## src/rtl/hsd_pkg.sv

```systemverilog
package hsd_pkg;

    typedef enum logic [2:0] {
        ST_IDLE,
        ST_STOP,
        ST_HSREQ,
        ST_SETTLE,
        ST_HUNT,
        ST_LOCKED,
        ST_FAIL,
        ST_CLKHS
    } hsd_state_e;

    // low-power line pair codes {positive, negative}
    localparam logic [1:0] LP_STOP   = 2'b11;
    localparam logic [1:0] LP_REQ    = 2'b01;
    localparam logic [1:0] LP_BRIDGE = 2'b00;

endpackage

```

## src/rtl/hsd_timer.sv

```systemverilog
module hsd_timer #(
    parameter int CNT_W      = 8,
    parameter int HUNT_LIMIT = 16
) (
    input  logic             clk,
    input  logic             rst_n,
    input  logic             run,
    input  logic             hunt_run,
    input  logic [CNT_W-1:0] term_lim,
    input  logic [CNT_W-1:0] settle_lim,
    output logic             term_hit,
    output logic             settle_hit,
    output logic             hunt_last
);

    localparam int HW = $clog2(HUNT_LIMIT) + 1;
    localparam logic [CNT_W-1:0] CNT_MAX  = {CNT_W{1'b1}};
    localparam logic [HW-1:0]    HUNT_END = HW'(HUNT_LIMIT - 1);

    logic [CNT_W-1:0] cyc_q;
    logic [HW-1:0]    hunt_q;

    // cycles since burst entry, saturating
    always_ff @(posedge clk or negedge rst_n) begin
        if (!rst_n) begin
            cyc_q <= '0;
        end else if (!run) begin
            cyc_q <= '0;
        end else if (cyc_q != CNT_MAX) begin
            cyc_q <= cyc_q + 1'b1;
        end
    end

    // windows examined during the search
    always_ff @(posedge clk or negedge rst_n) begin
        if (!rst_n) begin
            hunt_q <= '0;
        end else if (!hunt_run) begin
            hunt_q <= '0;
        end else if (hunt_q != HUNT_END) begin
            hunt_q <= hunt_q + 1'b1;
        end
    end

    assign term_hit   = run && (cyc_q >= term_lim);
    assign settle_hit = run && (cyc_q >= settle_lim);
    assign hunt_last  = hunt_run && (hunt_q == HUNT_END);

endmodule

```

## src/rtl/hsd_sync_hunt.sv

```systemverilog
module hsd_sync_hunt #(
    parameter int BYTE_W = 8
) (
    input  logic              clk,
    input  logic              rst_n,
    input  logic [BYTE_W-1:0] hs_byte,
    input  logic [BYTE_W-1:0] pattern,
    input  logic              lock_ld,
    input  logic              locked,
    output logic              hit,
    output logic [BYTE_W-1:0] out_byte
);

    localparam int OFF_W = $clog2(BYTE_W);
    localparam int WIN_W = 2 * BYTE_W;

    logic [BYTE_W-1:0] prev_q;
    logic [WIN_W-1:0]  window;
    logic [BYTE_W-1:0] hit_vec;
    logic [OFF_W-1:0]  hit_off;
    logic [OFF_W-1:0]  off_q;

    always_ff @(posedge clk or negedge rst_n) begin
        if (!rst_n) begin
            prev_q <= '0;
        end else begin
            prev_q <= hs_byte;
        end
    end

    // earliest bit sits in the previous byte's bit 0
    assign window = {hs_byte, prev_q};

    genvar o;
    generate
        for (o = 0; o < BYTE_W; o++) begin : g_off
            assign hit_vec[o] = (window[o +: BYTE_W] == pattern);
        end
    endgenerate

    // lowest matching offset takes priority
    always_comb begin
        hit_off = '0;
        for (int k = BYTE_W - 1; k >= 0; k--) begin
            if (hit_vec[k]) begin
                hit_off = OFF_W'(k);
            end
        end
    end

    assign hit = |hit_vec;

    always_ff @(posedge clk or negedge rst_n) begin
        if (!rst_n) begin
            off_q <= '0;
        end else if (lock_ld) begin
            off_q <= hit_off;
        end
    end

    assign out_byte = locked ? window[off_q +: BYTE_W] : '0;

endmodule

```

## src/rtl/dphy_hs_entry.sv

```systemverilog
module dphy_hs_entry #(
    parameter int CNT_W          = 8,
    parameter int BYTE_W         = 8,
    parameter int HUNT_LIMIT     = 16,
    parameter int CLK_TERM_DEF   = 0,
    parameter int CLK_SETTLE_DEF = 14
) (
    input  logic              clk,
    input  logic              rst_n,
    input  logic [1:0]        lp_state,
    input  logic [BYTE_W-1:0] hs_byte,
    input  logic [CNT_W-1:0]  cfg_term_cnt,
    input  logic [CNT_W-1:0]  cfg_settle_cnt,
    input  logic [BYTE_W-1:0] cfg_sync_pat,
    input  logic              cfg_clock_mode,
    input  logic [CNT_W-1:0]  cfg_clk_term,
    input  logic [CNT_W-1:0]  cfg_clk_settle,
    input  logic              cfg_clkcfg_dis,
    output logic              term_en,
    output logic              aligned,
    output logic              sob_pulse,
    output logic [BYTE_W-1:0] out_byte,
    output logic              sync_err,
    output logic              clk_active
);

    import hsd_pkg::*;

    localparam logic [CNT_W-1:0] CLK_TERM_D   = CNT_W'(CLK_TERM_DEF);
    localparam logic [CNT_W-1:0] CLK_SETTLE_D = CNT_W'(CLK_SETTLE_DEF);

    hsd_state_e state_q, state_nxt;
    logic       entered_q;
    logic       run, hunt_run, lock_ld;
    logic       term_hit, settle_hit, hunt_last, hit;
    logic [CNT_W-1:0] term_lim, settle_lim;

    // count selection: data lane, programmed clock lane, built-in clock lane
    always_comb begin
        if (!cfg_clock_mode) begin
            term_lim   = cfg_term_cnt;
            settle_lim = cfg_settle_cnt;
        end else if (cfg_clkcfg_dis) begin
            term_lim   = CLK_TERM_D;
            settle_lim = CLK_SETTLE_D;
        end else begin
            term_lim   = cfg_clk_term;
            settle_lim = cfg_clk_settle;
        end
    end

    // next-state logic
    always_comb begin
        state_nxt = state_q;
        if (lp_state == LP_STOP) begin
            state_nxt = ST_STOP;
        end else begin
            unique case (state_q)
                ST_IDLE:   state_nxt = ST_IDLE;
                ST_STOP:   state_nxt = (lp_state == LP_REQ) ? ST_HSREQ : ST_IDLE;
                ST_HSREQ: begin
                    if (lp_state == LP_BRIDGE) begin
                        state_nxt = ST_SETTLE;
                    end else if (lp_state != LP_REQ) begin
                        state_nxt = ST_IDLE;
                    end
                end
                ST_SETTLE: begin
                    if (settle_hit) begin
                        state_nxt = cfg_clock_mode ? ST_CLKHS : ST_HUNT;
                    end
                end
                ST_HUNT: begin
                    if (hit) begin
                        state_nxt = ST_LOCKED;
                    end else if (hunt_last) begin
                        state_nxt = ST_FAIL;
                    end
                end
                ST_LOCKED: state_nxt = ST_LOCKED;
                ST_FAIL:   state_nxt = ST_FAIL;
                ST_CLKHS:  state_nxt = ST_CLKHS;
                default:   state_nxt = ST_IDLE;
            endcase
        end
    end

    // state register
    always_ff @(posedge clk or negedge rst_n) begin
        if (!rst_n) begin
            state_q   <= ST_IDLE;
            entered_q <= 1'b0;
        end else begin
            state_q   <= state_nxt;
            entered_q <= (state_nxt != state_q);
        end
    end

    assign run      = (state_q == ST_SETTLE) || (state_q == ST_HUNT) ||
                      (state_q == ST_LOCKED) || (state_q == ST_FAIL) ||
                      (state_q == ST_CLKHS);
    assign hunt_run = (state_q == ST_HUNT);
    assign lock_ld  = (state_q == ST_HUNT) && (state_nxt == ST_LOCKED);

    hsd_timer #(
        .CNT_W      (CNT_W),
        .HUNT_LIMIT (HUNT_LIMIT)
    ) u_timer (
        .clk        (clk),
        .rst_n      (rst_n),
        .run        (run),
        .hunt_run   (hunt_run),
        .term_lim   (term_lim),
        .settle_lim (settle_lim),
        .term_hit   (term_hit),
        .settle_hit (settle_hit),
        .hunt_last  (hunt_last)
    );

    hsd_sync_hunt #(
        .BYTE_W (BYTE_W)
    ) u_hunt (
        .clk      (clk),
        .rst_n    (rst_n),
        .hs_byte  (hs_byte),
        .pattern  (cfg_sync_pat),
        .lock_ld  (lock_ld),
        .locked   (state_q == ST_LOCKED),
        .hit      (hit),
        .out_byte (out_byte)
    );

    // outputs
    always_comb begin
        term_en    = term_hit;
        aligned    = (state_q == ST_LOCKED);
        sob_pulse  = (state_q == ST_LOCKED) && entered_q;
        sync_err   = (state_q == ST_FAIL) && entered_q;
        clk_active = (state_q == ST_CLKHS);
    end

endmodule

```

## config.mk

```make
export PLATFORM = sky130hd
export DESIGN_NAME = dphy_hs_entry
export DESIGN_NICKNAME = d
export VERILOG_FILES = /design/src/rtl/hsd_pkg.sv /design/src/rtl/hsd_timer.sv /design/src/rtl/hsd_sync_hunt.sv /design/src/rtl/dphy_hs_entry.sv
export SDC_FILE = /design/constraint.sdc
export NUM_CORES = 1
export LEC_CHECK = 0
export ABC_AREA = 1
export BUFFER_PORTS_ARGS = -buffer_cell sky130_fd_sc_hd__buf_2
export CAP_MARGIN = 25
export CORE_MARGIN = 5
export CORE_UTILIZATION = 50
export CTS_CLUSTER_SIZE = 10
export DETAILED_ROUTE_END_ITERATION = 6
export PLACE_DENSITY = 0.75
export SLEW_MARGIN = 20
export SYNTH_ARGS = -nofsm -noshare
export SYNTH_HDL_FRONTEND = slang
export SYNTH_SLANG_ARGS = --single-unit
export TNS_END_PERCENT = 1
```

## constraint.sdc

```tcl
create_clock -name clk -period 3 [get_ports clk]
set_clock_uncertainty 0.2 [all_clocks]
set_input_delay 0.6 -clock clk [delete_from_list [all_inputs] [get_ports clk]]
set_output_delay 0.6 -clock clk [all_outputs]
set_load 0.1 [all_outputs]
```

==> metrics.md <==
| Metric | Value |
|---|---|
| Relative slew margins | `57.6%` |
| Clock slew at reported path FFs | `100 ps` |
| Synth Flop Type | `dfrtp_1` |
| H-tree levels | `1` |
| Final hold vios | `0` |
| Nets | `666` |
| Grt total ovfl | `0` |
| Setup crit end kind | `primary output` |
| FMAX | `331 MHz` |
| Post-route DRC | `0` |
| Clock Latency Late Sink | `280 ps` |
| Largest net degree at the start of global routing | `29` |
| Run status | `finished with violations` |
| CTS tree | `built` |
| CTS sink cnt | `28` |
| Ranking of synthesized cells by area | `dfrtp_1 (21%), nand2_1 (20%), xnor2_1 (10%), ha_1 (7.0%), inv_1 (5.4%)` |
| Fin. max-slew vios | `0` |
| Post-layout util | `approximately 60%` |
| CTS buffer count | `3` |
| Reg-to-Reg Start | `u_timer.cyc_q[1]$_DFFE_PN0P_` |
| Root Buffer | `clkbuf_8` |
| WL per Instance | `12.7 microns` |
| Syn. warnings | `0` |
| Die Height | `92.5 microns` |
| Total Wirelength | `around 8500 microns` |
| Routed vias/inst | `5.20` |
| Number of synthesized register bits | `28` |
| Core Region | `roughly 0.0067 sq mm` |
| Failing checks | `setup timing` |
| Antenna diodes | `0` |
| Crit path to | `term_en` |
| Top cell type's share of synthesized area | `20.6%` |
| EDFF count, synth | `0` |
| Synth Instances | `533` |
| Gpl congestion | `0.861` |
| Sequential cell area fraction in the yosys report | `approximately a fifth` |
| Total Power | `0.961 mW` |
| Port buffer count | `between 60 and 70` |
| Initial DRC count | `249` |
| Count of different cell masters after synthesis | `38` |
| Final setup violation count | `1` |
| Tightest Hold Check Type | `primary input to async pin` |
| DRT Pass-1 Iters | `5` |
| Vias in the first global route | `3,297` |
| Crit Path Max Fanout | `5` |
| I/O pin cnt | `67` |
| Final setup margin | `-19.3 ps` |
| First-pass GRT wire length | `14,500 microns` |
| Setup repair after global routing missed its margin | `yes` |
| Rows | `30` |
| Overall routing resource usage | `between 20% and 30%` |
| Reg-to-reg slack, setup | `760 ps` |
| Initial Util | `between 50% and 60%` |
| Mean Syn Cell Area | `about 6.4 sq um` |
| Final ANT Viol Nets | `0` |
| VDD IR-drop max | `0.190 mV` |
| Most common cell after layout, fill and taps aside | `nand2_1` |
| Worst-margin pin slew | `approximately 640 ps` |
| Layout area overhead | `18.9%` |
| Maximum Capacitance Violations | `0` |
| Layout cells sized above 1 | `24.7%` |
| FFs w/ async S/R, synth | `100%` |
| Mapped Area | `0.00340 sq mm` |
| Leakage | `approximately 2 nW` |
| Die Area | `0.00856 sq mm` |
| CTS Buffer Depth | `2` |
| Crit path launch | `cfg_clock_mode` |
| Total number of vias | `3,492` |
| R2R Path End | `u_hunt.off_q[0]$_DFFE_PN0P_` |
| Hpwl dp | `6770 microns` |
| Critical Path RT | `2200 ps` |
| Startpoint Class | `primary input` |
| Most frequent cells in the layout | `nand2_1 (177), buf_2 (57), inv_1 (44)` |
| DIE WIDTH | `92.5 microns` |
| Initial antenna violation count | `0` |
| Fin crit share | `101%` |
| Worst EP arrival | `2220 ps` |
| Synthesized Nets | `606` |
| Cell count of the worst reg-to-reg path | `14` |
| PD cells | `237 mW/mm^2` |
| Synth area leader | `dfrtp_1` |
| Setup CP Type | `primary input to primary output` |
| Final min period | `3020 ps` |
-- synthesized netlist by cell type, types with 5 or more instances --
| master | instances |
|---|---|
| a21oi_1 | 23 |
| buf_6 | 9 |
| o21ai_0 | 28 |
| xnor2_1 | 40 |
| dfrtp_1 | 28 |
| ha_1 | 19 |
| nor2_1 | 38 |
| inv_2 | 18 |
| nand2_1 | 179 |
| buf_4 | 6 |
| nand2_2 | 11 |
| a22o_1 | 12 |
| inv_1 | 49 |
| clkbuf_1 | 5 |
| nor3_1 | 8 |
| nand3_1 | 14 |
| nand4_1 | 7 |
-- routing by layer --
layer  track usage, %  vias up  share of wire (%)
li1                 -     1820                  -
met1             26.3     1577                 45
met2             35.9       87                 50
met3             2.76        8                4.5
met4             3.47        0               0.76
met5                0        -                  0
-- state kept, by name, summed over array words and instances, names as in the netlist --
name,count
u_hunt.prev_q,8
state_q,3
entered_q,1
u_timer.cyc_q,8
u_timer.hunt_q,5
u_hunt.off_q,3
-- how the worst min path moves through the flow --
stage / to / slack, ps / cells past startpoint
after floorplan: entered_q$_DFF_PN0_ / 100 / 0
after global routing: u_hunt.prev_q[1]$_DFF_PN0_ / 180 / 1
final: u_hunt.prev_q[1]$_DFF_PN0_ / 120 / 1
after CTS: u_hunt.prev_q[1]$_DFF_PN0_ / 160 / 1
after detailed placement: u_timer.hunt_q[4]$_DFFE_PN0N_ / 280 / 2
after global placement: u_timer.hunt_q[4]$_DFFE_PN0N_ / 270 / 2
-- layout make-up --
| type | instances | area, sq um |
|---|---|---|
| Fill cell | 625 | 2670 |
| Multi-Input combinational cell | 412 | 2380 |
| Sequential cell | 28 | 702 |
| Timing Repair Buffer | 79 | 549 |
| Inverter | 69 | 263 |
| Tap cell | 80 | 100 |
| Clock buffer | 4 | 55.1 |
-- worst max-delay path, stage by stage --
cell and delay, ps:
buf_6 90, inv_2 70, nor2_4 40, buf_6 120, a22o_1 190, inv_2 70
ha_4 200, a21oi_2 120, o21ai_1 90, a21oi_2 160, o41ai_2 80, nand2_1 100
clkinvlp_4 110, buf_12 170
-- per-stage QoR --
| step | instances | setup slack, ps | area, sq um | hold WS [ps] | TNS [ps] |
|---|---|---|---|---|---|
| finish | 672 | -19.3 | 4050 | 118 | -19.3 |
| global route | 672 | -122 | 4050 | 176 | -122 |
| global placement | 665 | -37.5 | 3870 | 270 | -37.5 |
| CTS | 672 | 0.899 | 4040 | 158 | 0 |
| detailed placement | 665 | -76.9 | 3870 | 277 | -76.9 |
| floorplan | 533 | -416 | 3450 | 104 | -2700 |
-- where the power goes --
group	leakage [nW]	internal, mW	switching (mW)
Sequential	0.367	0.388	0.0165
Combinational	1.58	0.139	0.177
Clock	0.0288	0.118	0.122
Total	1.97	0.645	0.316
-- logic make-up after synthesis --
kind of cell,count (synthesis),synth area share [%]
AO/OA/AOI/OAI,85,15.5
XOR/XNOR,40,10.3
adder cells (fa/ha/maj),19,6.98
buffers and inverters,93,13.0
flip-flops,28,20.6
AND/OR/NAND/NOR,268,33.6
-- what timing repair did --
action,4_1_cts,5_1_grt
resized for setup,21,5
pin swaps,6,1
setup endpoints to repair,1,6
setup buffers,2,0
cloned,1,0
hold buffers,0,0
No activity file was read; power rests on OpenSTA's default activity.
